[src/rtl/miller_pkg.sv]
// Package: shared symbol and phase types for the pause encoder, plus the
// context rule that maps a logical bit onto a pause shape.
// Assumes: callers track whether the last transmitted bit was a zero.
package miller_pkg;

    typedef enum logic [1:0] {
        SYM_Y = 2'd0,
        SYM_X = 2'd1,
        SYM_Z = 2'd2
    } sym_t;

    typedef enum logic [2:0] {
        PH_IDLE = 3'd0,
        PH_SOF  = 3'd1,
        PH_DATA = 3'd2,
        PH_PAR  = 3'd3,
        PH_EOF0 = 3'd4,
        PH_EOF1 = 3'd5
    } phase_t;

    // One -> X; zero -> Z after a zero (or the start symbol), else Y.
    function automatic sym_t encode_bit(input logic bit_v, input logic prev_zero);
        if (bit_v)
            return SYM_X;
        else if (prev_zero)
            return SYM_Z;
        else
            return SYM_Y;
    endfunction

endpackage

[src/rtl/miller_bit_timer.sv]
// Module: counts carrier cycles inside the current symbol and flags the last
// cycle of each symbol.
// Assumes: load is only raised while run is low (frame acceptance when idle).
module miller_bit_timer #(
    parameter int BIT_CYC = 128,
    localparam int CYC_W  = $clog2(BIT_CYC)
) (
    input  logic             clk,
    input  logic             rst_n,
    input  logic             load,
    input  logic             run,
    output logic [CYC_W-1:0] cyc,
    output logic             sym_end
);

    localparam logic [CYC_W-1:0] LAST = CYC_W'(BIT_CYC - 1);

    // Cycle position inside the symbol, cleared on a new frame, wraps per symbol.
    always_ff @(posedge clk) begin
        if (!rst_n)
            cyc <= '0;
        else if (load)
            cyc <= '0;
        else if (run)
            cyc <= (cyc == LAST) ? '0 : cyc + CYC_W'(1);
    end

    // Last cycle of the symbol being sent.
    always_comb sym_end = run && (cyc == LAST);

    // a symbol ends exactly BIT_CYC-1 cycles after the previous one wrapped
    a_r2_wrap_to_zero: assert property (@(posedge clk) disable iff (!rst_n)
        (sym_end && !load) |=> (cyc == '0));

endmodule

[src/rtl/miller_frame_seq.sv]
// Module: walks through start symbol, data bits, optional parity bits and the
// two closing symbols, choosing each pause shape from the bit context.
// Assumes: sym_end comes from the symbol timer and is high for one cycle per
// symbol; frame inputs are only sampled in the accepting cycle.
module miller_frame_seq #(
    parameter int MAX_BITS = 64,
    localparam int LEN_W   = $clog2(MAX_BITS + 1),
    localparam int IDX_W   = $clog2(MAX_BITS)
) (
    input  logic                    clk,
    input  logic                    rst_n,
    input  logic                    start,
    input  logic [MAX_BITS-1:0]     frame_bits,
    input  logic [LEN_W-1:0]        frame_len,
    input  logic                    parity_en,
    input  logic                    sym_end,
    output logic                    accept,
    output logic                    busy,
    output logic                    done,
    output miller_pkg::sym_t        sym
);

    import miller_pkg::*;

    phase_t                phase;
    logic [MAX_BITS-1:0]   bits_q;
    logic [LEN_W-1:0]      len_q;
    logic                  par_en_q;
    logic [IDX_W-1:0]      idx;
    logic                  acc;
    logic                  par_q;
    logic                  cur_bit;
    logic                  last_data;
    logic                  byte_full;
    logic                  acc_n;
    logic [IDX_W-1:0]      nidx;

    // A frame request is taken only when idle and the length is in range.
    always_comb accept = start && (phase == PH_IDLE) && (frame_len != '0)
                         && (32'(frame_len) <= MAX_BITS);

    // Decode of the current data position.
    always_comb begin
        cur_bit   = bits_q[idx];
        nidx      = idx + IDX_W'(1);
        last_data = ((LEN_W'(idx) + LEN_W'(1)) == len_q);
        byte_full = (idx[2:0] == 3'd7);
        acc_n     = acc ^ cur_bit;
    end

    always_comb busy = (phase != PH_IDLE);

    // Frame phase machine: latches the frame and steps one symbol per sym_end.
    always_ff @(posedge clk) begin
        if (!rst_n) begin
            phase    <= PH_IDLE;
            bits_q   <= '0;
            len_q    <= '0;
            par_en_q <= 1'b0;
            idx      <= '0;
            acc      <= 1'b0;
            par_q    <= 1'b0;
            sym      <= SYM_Y;
            done     <= 1'b0;
        end else begin
            done <= 1'b0;
            if (accept) begin
                phase    <= PH_SOF;
                bits_q   <= frame_bits;
                len_q    <= frame_len;
                par_en_q <= parity_en;
                idx      <= '0;
                acc      <= 1'b0;
                sym      <= SYM_Z;
            end else if (sym_end) begin
                unique case (phase)
                    PH_SOF: begin
                        phase <= PH_DATA;
                        idx   <= '0;
                        sym   <= encode_bit(bits_q[0], 1'b1);
                    end
                    PH_DATA: begin
                        if (par_en_q && byte_full) begin
                            phase <= PH_PAR;
                            par_q <= ~acc_n;
                            acc   <= 1'b0;
                            sym   <= encode_bit(~acc_n, ~cur_bit);
                        end else if (!last_data) begin
                            idx <= nidx;
                            acc <= acc_n;
                            sym <= encode_bit(bits_q[nidx], ~cur_bit);
                        end else begin
                            phase <= PH_EOF0;
                            sym   <= encode_bit(1'b0, ~cur_bit);
                        end
                    end
                    PH_PAR: begin
                        if (!last_data) begin
                            phase <= PH_DATA;
                            idx   <= nidx;
                            sym   <= encode_bit(bits_q[nidx], ~par_q);
                        end else begin
                            phase <= PH_EOF0;
                            sym   <= encode_bit(1'b0, ~par_q);
                        end
                    end
                    PH_EOF0: begin
                        phase <= PH_EOF1;
                        sym   <= SYM_Y;
                    end
                    PH_EOF1: begin
                        phase <= PH_IDLE;
                        done  <= 1'b1;
                    end
                    default: phase <= PH_IDLE;
                endcase
            end
        end
    end

    // done is a single-cycle pulse
    a_r9_done_single: assert property (@(posedge clk) disable iff (!rst_n)
        done |=> !done);

    // done coincides with the fall of busy
    a_r9_done_at_end: assert property (@(posedge clk) disable iff (!rst_n)
        done |-> (!busy && $past(busy)));

    // the closing Y always follows the closing logical zero
    a_r7_eof_order: assert property (@(posedge clk) disable iff (!rst_n)
        (phase == PH_EOF1) |-> (sym == SYM_Y));

endmodule

[src/rtl/miller_pause_shaper.sv]
// Module: turns the current symbol shape and cycle position into the pause
// gate, using a pause width captured (and capped at half a bit) per frame.
// Assumes: load marks frame acceptance; run is high for the whole frame.
module miller_pause_shaper #(
    parameter int BIT_CYC = 128,
    parameter int PAUSE_W = 7,
    localparam int CYC_W  = $clog2(BIT_CYC)
) (
    input  logic               clk,
    input  logic               rst_n,
    input  logic               load,
    input  logic [PAUSE_W-1:0] pause_len,
    input  logic               run,
    input  miller_pkg::sym_t   sym,
    input  logic [CYC_W-1:0]   cyc,
    output logic               gate
);

    import miller_pkg::*;

    localparam int HALF               = BIT_CYC / 2;
    localparam logic [CYC_W:0] HALF_V = (CYC_W + 1)'(HALF);

    logic [CYC_W:0] width_q;
    logic [CYC_W:0] cyc_x;
    logic           in_head;
    logic           in_mid;

    // Pause width for this frame, capped at half a bit.
    always_ff @(posedge clk) begin
        if (!rst_n)
            width_q <= '0;
        else if (load)
            width_q <= (32'(pause_len) > HALF) ? HALF_V : (CYC_W + 1)'(pause_len);
    end

    // Window tests for a pause at the start and at the middle of the bit.
    always_comb begin
        cyc_x   = {1'b0, cyc};
        in_head = (cyc_x < width_q);
        in_mid  = (cyc_x >= HALF_V) && (cyc_x < (HALF_V + width_q));
    end

    // Gate output from the symbol shape.
    always_comb begin
        gate = 1'b0;
        if (run) begin
            unique case (sym)
                SYM_Z:   gate = in_head;
                SYM_X:   gate = in_mid;
                default: gate = 1'b0;
            endcase
        end
    end

    // Checker support: length of the current high run of the gate.
    logic [CYC_W+1:0] hi_run;
    always_ff @(posedge clk) begin
        if (!rst_n)
            hi_run <= '0;
        else if (gate)
            hi_run <= hi_run + (CYC_W + 2)'(1);
        else
            hi_run <= '0;
    end

    // no pause run exceeds half a bit
    a_r11_run_limit: assert property (@(posedge clk) disable iff (!rst_n)
        32'(hi_run) <= HALF);

endmodule

[src/rtl/miller_pause_tx.sv]
// Module: top of the pause encoder; joins the symbol timer, the frame
// sequencer and the pause shaper.
// Assumes: one carrier clock domain; frame inputs are stable in the start cycle.
module miller_pause_tx #(
    parameter int MAX_BITS = 64,
    parameter int BIT_CYC  = 128,
    parameter int PAUSE_W  = 7,
    localparam int LEN_W   = $clog2(MAX_BITS + 1),
    localparam int CYC_W   = $clog2(BIT_CYC)
) (
    input  logic                clk,
    input  logic                rst_n,
    input  logic                start,
    input  logic [MAX_BITS-1:0] frame_bits,
    input  logic [LEN_W-1:0]    frame_len,
    input  logic                parity_en,
    input  logic [PAUSE_W-1:0]  pause_len,
    output logic                pause_gate,
    output logic                busy,
    output logic                done
);

    import miller_pkg::*;

    logic             accept;
    logic             sym_end;
    logic [CYC_W-1:0] cyc;
    sym_t             sym;

    miller_bit_timer #(.BIT_CYC(BIT_CYC)) u_timer (
        .clk     (clk),
        .rst_n   (rst_n),
        .load    (accept),
        .run     (busy),
        .cyc     (cyc),
        .sym_end (sym_end)
    );

    miller_frame_seq #(.MAX_BITS(MAX_BITS)) u_seq (
        .clk        (clk),
        .rst_n      (rst_n),
        .start      (start),
        .frame_bits (frame_bits),
        .frame_len  (frame_len),
        .parity_en  (parity_en),
        .sym_end    (sym_end),
        .accept     (accept),
        .busy       (busy),
        .done       (done),
        .sym        (sym)
    );

    miller_pause_shaper #(.BIT_CYC(BIT_CYC), .PAUSE_W(PAUSE_W)) u_shaper (
        .clk       (clk),
        .rst_n     (rst_n),
        .load      (accept),
        .pause_len (pause_len),
        .run       (busy),
        .sym       (sym),
        .cyc       (cyc),
        .gate      (pause_gate)
    );

    // the gate is confined to frames
    a_r2_gate_in_frame: assert property (@(posedge clk) disable iff (!rst_n)
        pause_gate |-> busy);

    // busy only rises after a start request
    a_r8_busy_from_start: assert property (@(posedge clk) disable iff (!rst_n)
        $rose(busy) |-> $past(start));

    // every frame opens with a pause at its first cycle
    a_r2_sof_pause: assert property (@(posedge clk) disable iff (!rst_n)
        $rose(busy) |-> pause_gate || (cyc == '0));

endmodule

[config.mk]
export PLATFORM = sky130hd
export DESIGN_NAME = miller_pause_tx
export DESIGN_NICKNAME = d
export VERILOG_FILES = /design/src/rtl/miller_pkg.sv /design/src/rtl/miller_bit_timer.sv /design/src/rtl/miller_frame_seq.sv /design/src/rtl/miller_pause_shaper.sv /design/src/rtl/miller_pause_tx.sv
export SDC_FILE = /design/constraint.sdc
export NUM_CORES = 1
export LEC_CHECK = 0
export ABC_AREA = 0
export BUFFER_PORTS_ARGS = -buffer_cell sky130_fd_sc_hd__buf_2
export CORE_ASPECT_RATIO = 0.7
export CORE_MARGIN = 1.5
export CORE_UTILIZATION = 53
export CTS_BUF_LIST = sky130_fd_sc_hd__clkbuf_8
export DETAILED_ROUTE_END_ITERATION = 6
export PLACE_DENSITY_LB_ADDON = 0.2
export SETUP_SLACK_MARGIN = 0.5
export SYNTH_ARGS = -nofsm -noshare
export SYNTH_HDL_FRONTEND = slang
export SYNTH_HIERARCHICAL = 1
export SYNTH_SLANG_ARGS = --single-unit
[constraint.sdc]
create_clock -name clk -period 3.1 [get_ports clk]
set_clock_uncertainty 0.15 [all_clocks]
set_input_delay 0.155 -clock clk [delete_from_list [all_inputs] [get_ports clk]]
set_output_delay 0.155 -clock clk [all_outputs]
set_load 0.05 [all_outputs]
==> results_dict.tcl <==
set metrics [dict create \
    status "finished, final reports clean" \
    power_density_mw_per_mm2 364.0 \
    initial_core_util_pct 55.17 \
    ys_types 57 \
    cts_sinks 100 \
    viasPerCell 5.613 \
    hold_path_end "u_timer/cyc[6]" \
    gp_congestion 0.8708 \
    worstMarginPinSlew_ps 763.0 \
    synth_area_leader_cell "dfxtp_1" \
    leakage_nw 2.736 \
    wl_mm 14.77 \
    holdCritStartpoint "rst_n" \
    critPathCaptureType "flip-flop" \
    setup_violations 0 \
    clock_path_buffers 2 \
    grt_usage_pct 28.58 \
    r2r-start "u_seq/idx[0]" \
    worstSkewPairLatency_ps 380 \
    cts_buffers 9 \
    synth_top_area_share_pct 36.90 \
    diodes 0 \
    dp_hpwl_mm 9.788 \
    cts_tree "done" \
    num_rows 30 \
    final_antenna_net_count 0 \
    crit_type "reg -> reg" \
    synth_fp_nets 715 \
    async_flop_share_pct 0 \
    core_area_mm2 0.009834 \
    ir_drop_v 0.0002687 \
    place_area_mm2 0.006030 \
    period_share_pct 95.94 \
    fmax_mhz 336.2 \
    fp.dieArea_mm2 0.01086 \
    finalCriticalPeriod_ps 2974 \
    stdcell_area_mm2 0.007221 \
    hold_class "in -> reg" \
    syn_inst 619 \
    grt_pass1_wl_mm 23.85 \
    synth-seq-cells 100 \
    fin_ws_ps 125.9 \
    synth_edf_count 0 \
    layout-drive-gt1-share_pct 25.10 \
    yosys_warnings 6 \
    root_buffer "clkbuf_8" \
    first_global_vias 4896 \
    synth_top_flop_cell "dfxtp_1" \
    grt_max_degree 45 \
    syn_area_per_cell_um2 8.764 \
    die_h_um 87.65 \
    yosysSeqAreaShare_pct 36.90 \
    detail_route.wl_per_cell_um 16.10 \
    io_pins 85 \
    r2r-end "u_seq/sym[1]" \
    h-tree-depth 3 \
    whs_path_depth 3 \
    slew_headroom_pct 49.06 \
    syn_area_mm2 0.005425 \
    rsz0062_at_grt "true" \
    cap_violations 0 \
    crit_fanout 7 \
    port_buffers 84 \
    r2r_cells 12 \
    nNetsFinal 880 \
    cp.required_ps 3240 \
    drv_slew 0 \
    overflow 0 \
    drc 0 \
    path_clk_slew_ps 100 \
    grt_antenna_before_repair 0 \
    arrival_ps 3110 \
    firstDrtPassIters 5 \
    vias 5147 \
    hold_viol_final 0 \
    drtIter0Drc 426 \
    dieWidth_um 123.9 \
    worst-r2r-setup-slack_ps 130 \
    post-place-ws_ps -33.05 \
    ys_top_cells_by_area "dfxtp_1 (37%), mux4_2 (14%), nand2_1 (12%)" \
    start_kind "flip-flop" \
    syn_to_final_growth_pct 33.10 \
]
stage by stage:
step           power [mW]  util, %  std cells  setup TNS (ps)  hold slack [ps]
2_1_floorplan       1.589        -        619               0            126.7
3_3_place_gp        1.697    61.31        814               0            244.5
3_5_place_dp        1.712    61.31        814          -33.05            252.2
4_1_cts             2.629    72.90        915               0            124.1
5_1_grt             2.744    73.42        917               0            140.5
6_report            2.628    73.42        917               0            130.7
cell usage in the layout (no fill, tap or decap), types with 11 or more instances in the layout:
| cell type | n |
|---|---|
| nand2_1 | 169 |
| dfxtp_1 | 97 |
| a21oi_1 | 94 |
| dlygate4sd3_1 | 84 |
| buf_2 | 83 |
| mux4_2 | 34 |
| buf_4 | 22 |
| inv_1 | 21 |
| nor2_1 | 17 |
| o21ai_0 | 13 |
| ha_1 | 11 |
critical path, stage by stage, from the launching register on:
cell and delay [ps]:
dfxtp_4 410, buf_4 130, mux4_2 480, mux4_2 480
o21ai_2 150, nor2_2 80, a211oi_4 210, ha_4 170
a21oi_2 50, nor4_2 190, a211o_1 160, a221oi_2 50
a211oi_2 180
timing repair:
action / in CTS / in global routing
hold buffers: 84 / 0
setup endpoints to repair: 11 / 16
hold endpoints to repair: 79 / 0
setup buffers: 1 / 2
gates resized for setup: 18 / 14
pin swaps: 6 / 2
state kept, by name, indices dropped and copies added (netlist names):
register	flops
u_seq/bits_q	64
u_seq/len_q	7
u_shaper/width_q	7
u_timer/cyc	7
u_seq/idx	6
u_seq/phase	3
u_seq/sym	2
u_seq/acc	1
u_seq/done	1
u_seq/par_en_q	1
u_seq/par_q	1
routing by layer:
metal / track usage, % / wire (um) / vias to the layer above
met5: 0 / 0 / -
met2: 45.86 / 7019 / 200
met4: 9.298 / 311 / 0
li1: - / - / 2492
met1: 39.21 / 6485 / 2420
met3: 5.729 / 950 / 35
power by group:
group	switching (mW)	leakage [nW]	internal (mW)
logic	0.184	1.82	0.212
registers	0.0462	0.816	1.34
clock network	0.472	0.0976	0.377
worst max-delay path by stage:
stage / start / end / slack, ps
floorplan: u_seq/idx[0] / u_seq/sym[1] / 160
global placement: u_seq/idx[0] / u_seq/sym[1] / 110
detailed placement: u_seq/idx[0] / u_seq/sym[1] / -30
CTS: u_seq/idx[0] / u_seq/sym[1] / 130
global route: u_seq/idx[0] / u_seq/sym[1] / 20
finish: u_seq/idx[0] / u_seq/sym[1] / 130
kinds of logic after synthesis:
family,count (synthesis),synth area share (%)
compound gates,137,14.81
xor+xnor,12,2.698
fa+ha+maj,14,3.229
buf+inv,65,5.489
flops,100,36.90
mux,46,16.93
simple gates,245,19.95
cell usage after synthesis (all sizes together) (6+ instances only):
cell      n
mux2i    10
mux4     36
nor2     18
clkbuf   31
ha       14
dfxtp   100
nand2b    8
a21oi    96
nor2b     6
and2      8
xor2      6
nand3     6
inv      22
nand4     6
o21ai    16
nand2   169
buf      12
area by class of cell:
type                       count  area [um^2]
multi-input combinational    454         3232
fill                         696         2614
sequential                   100         2008
timing repair buffer         197         1536
tap                          128        160.2
clock buffer                   9        123.9
inverter                      22        85.08
clock inverter                 7        75.07
Note: power is estimated with default switching activity, not from simulation.
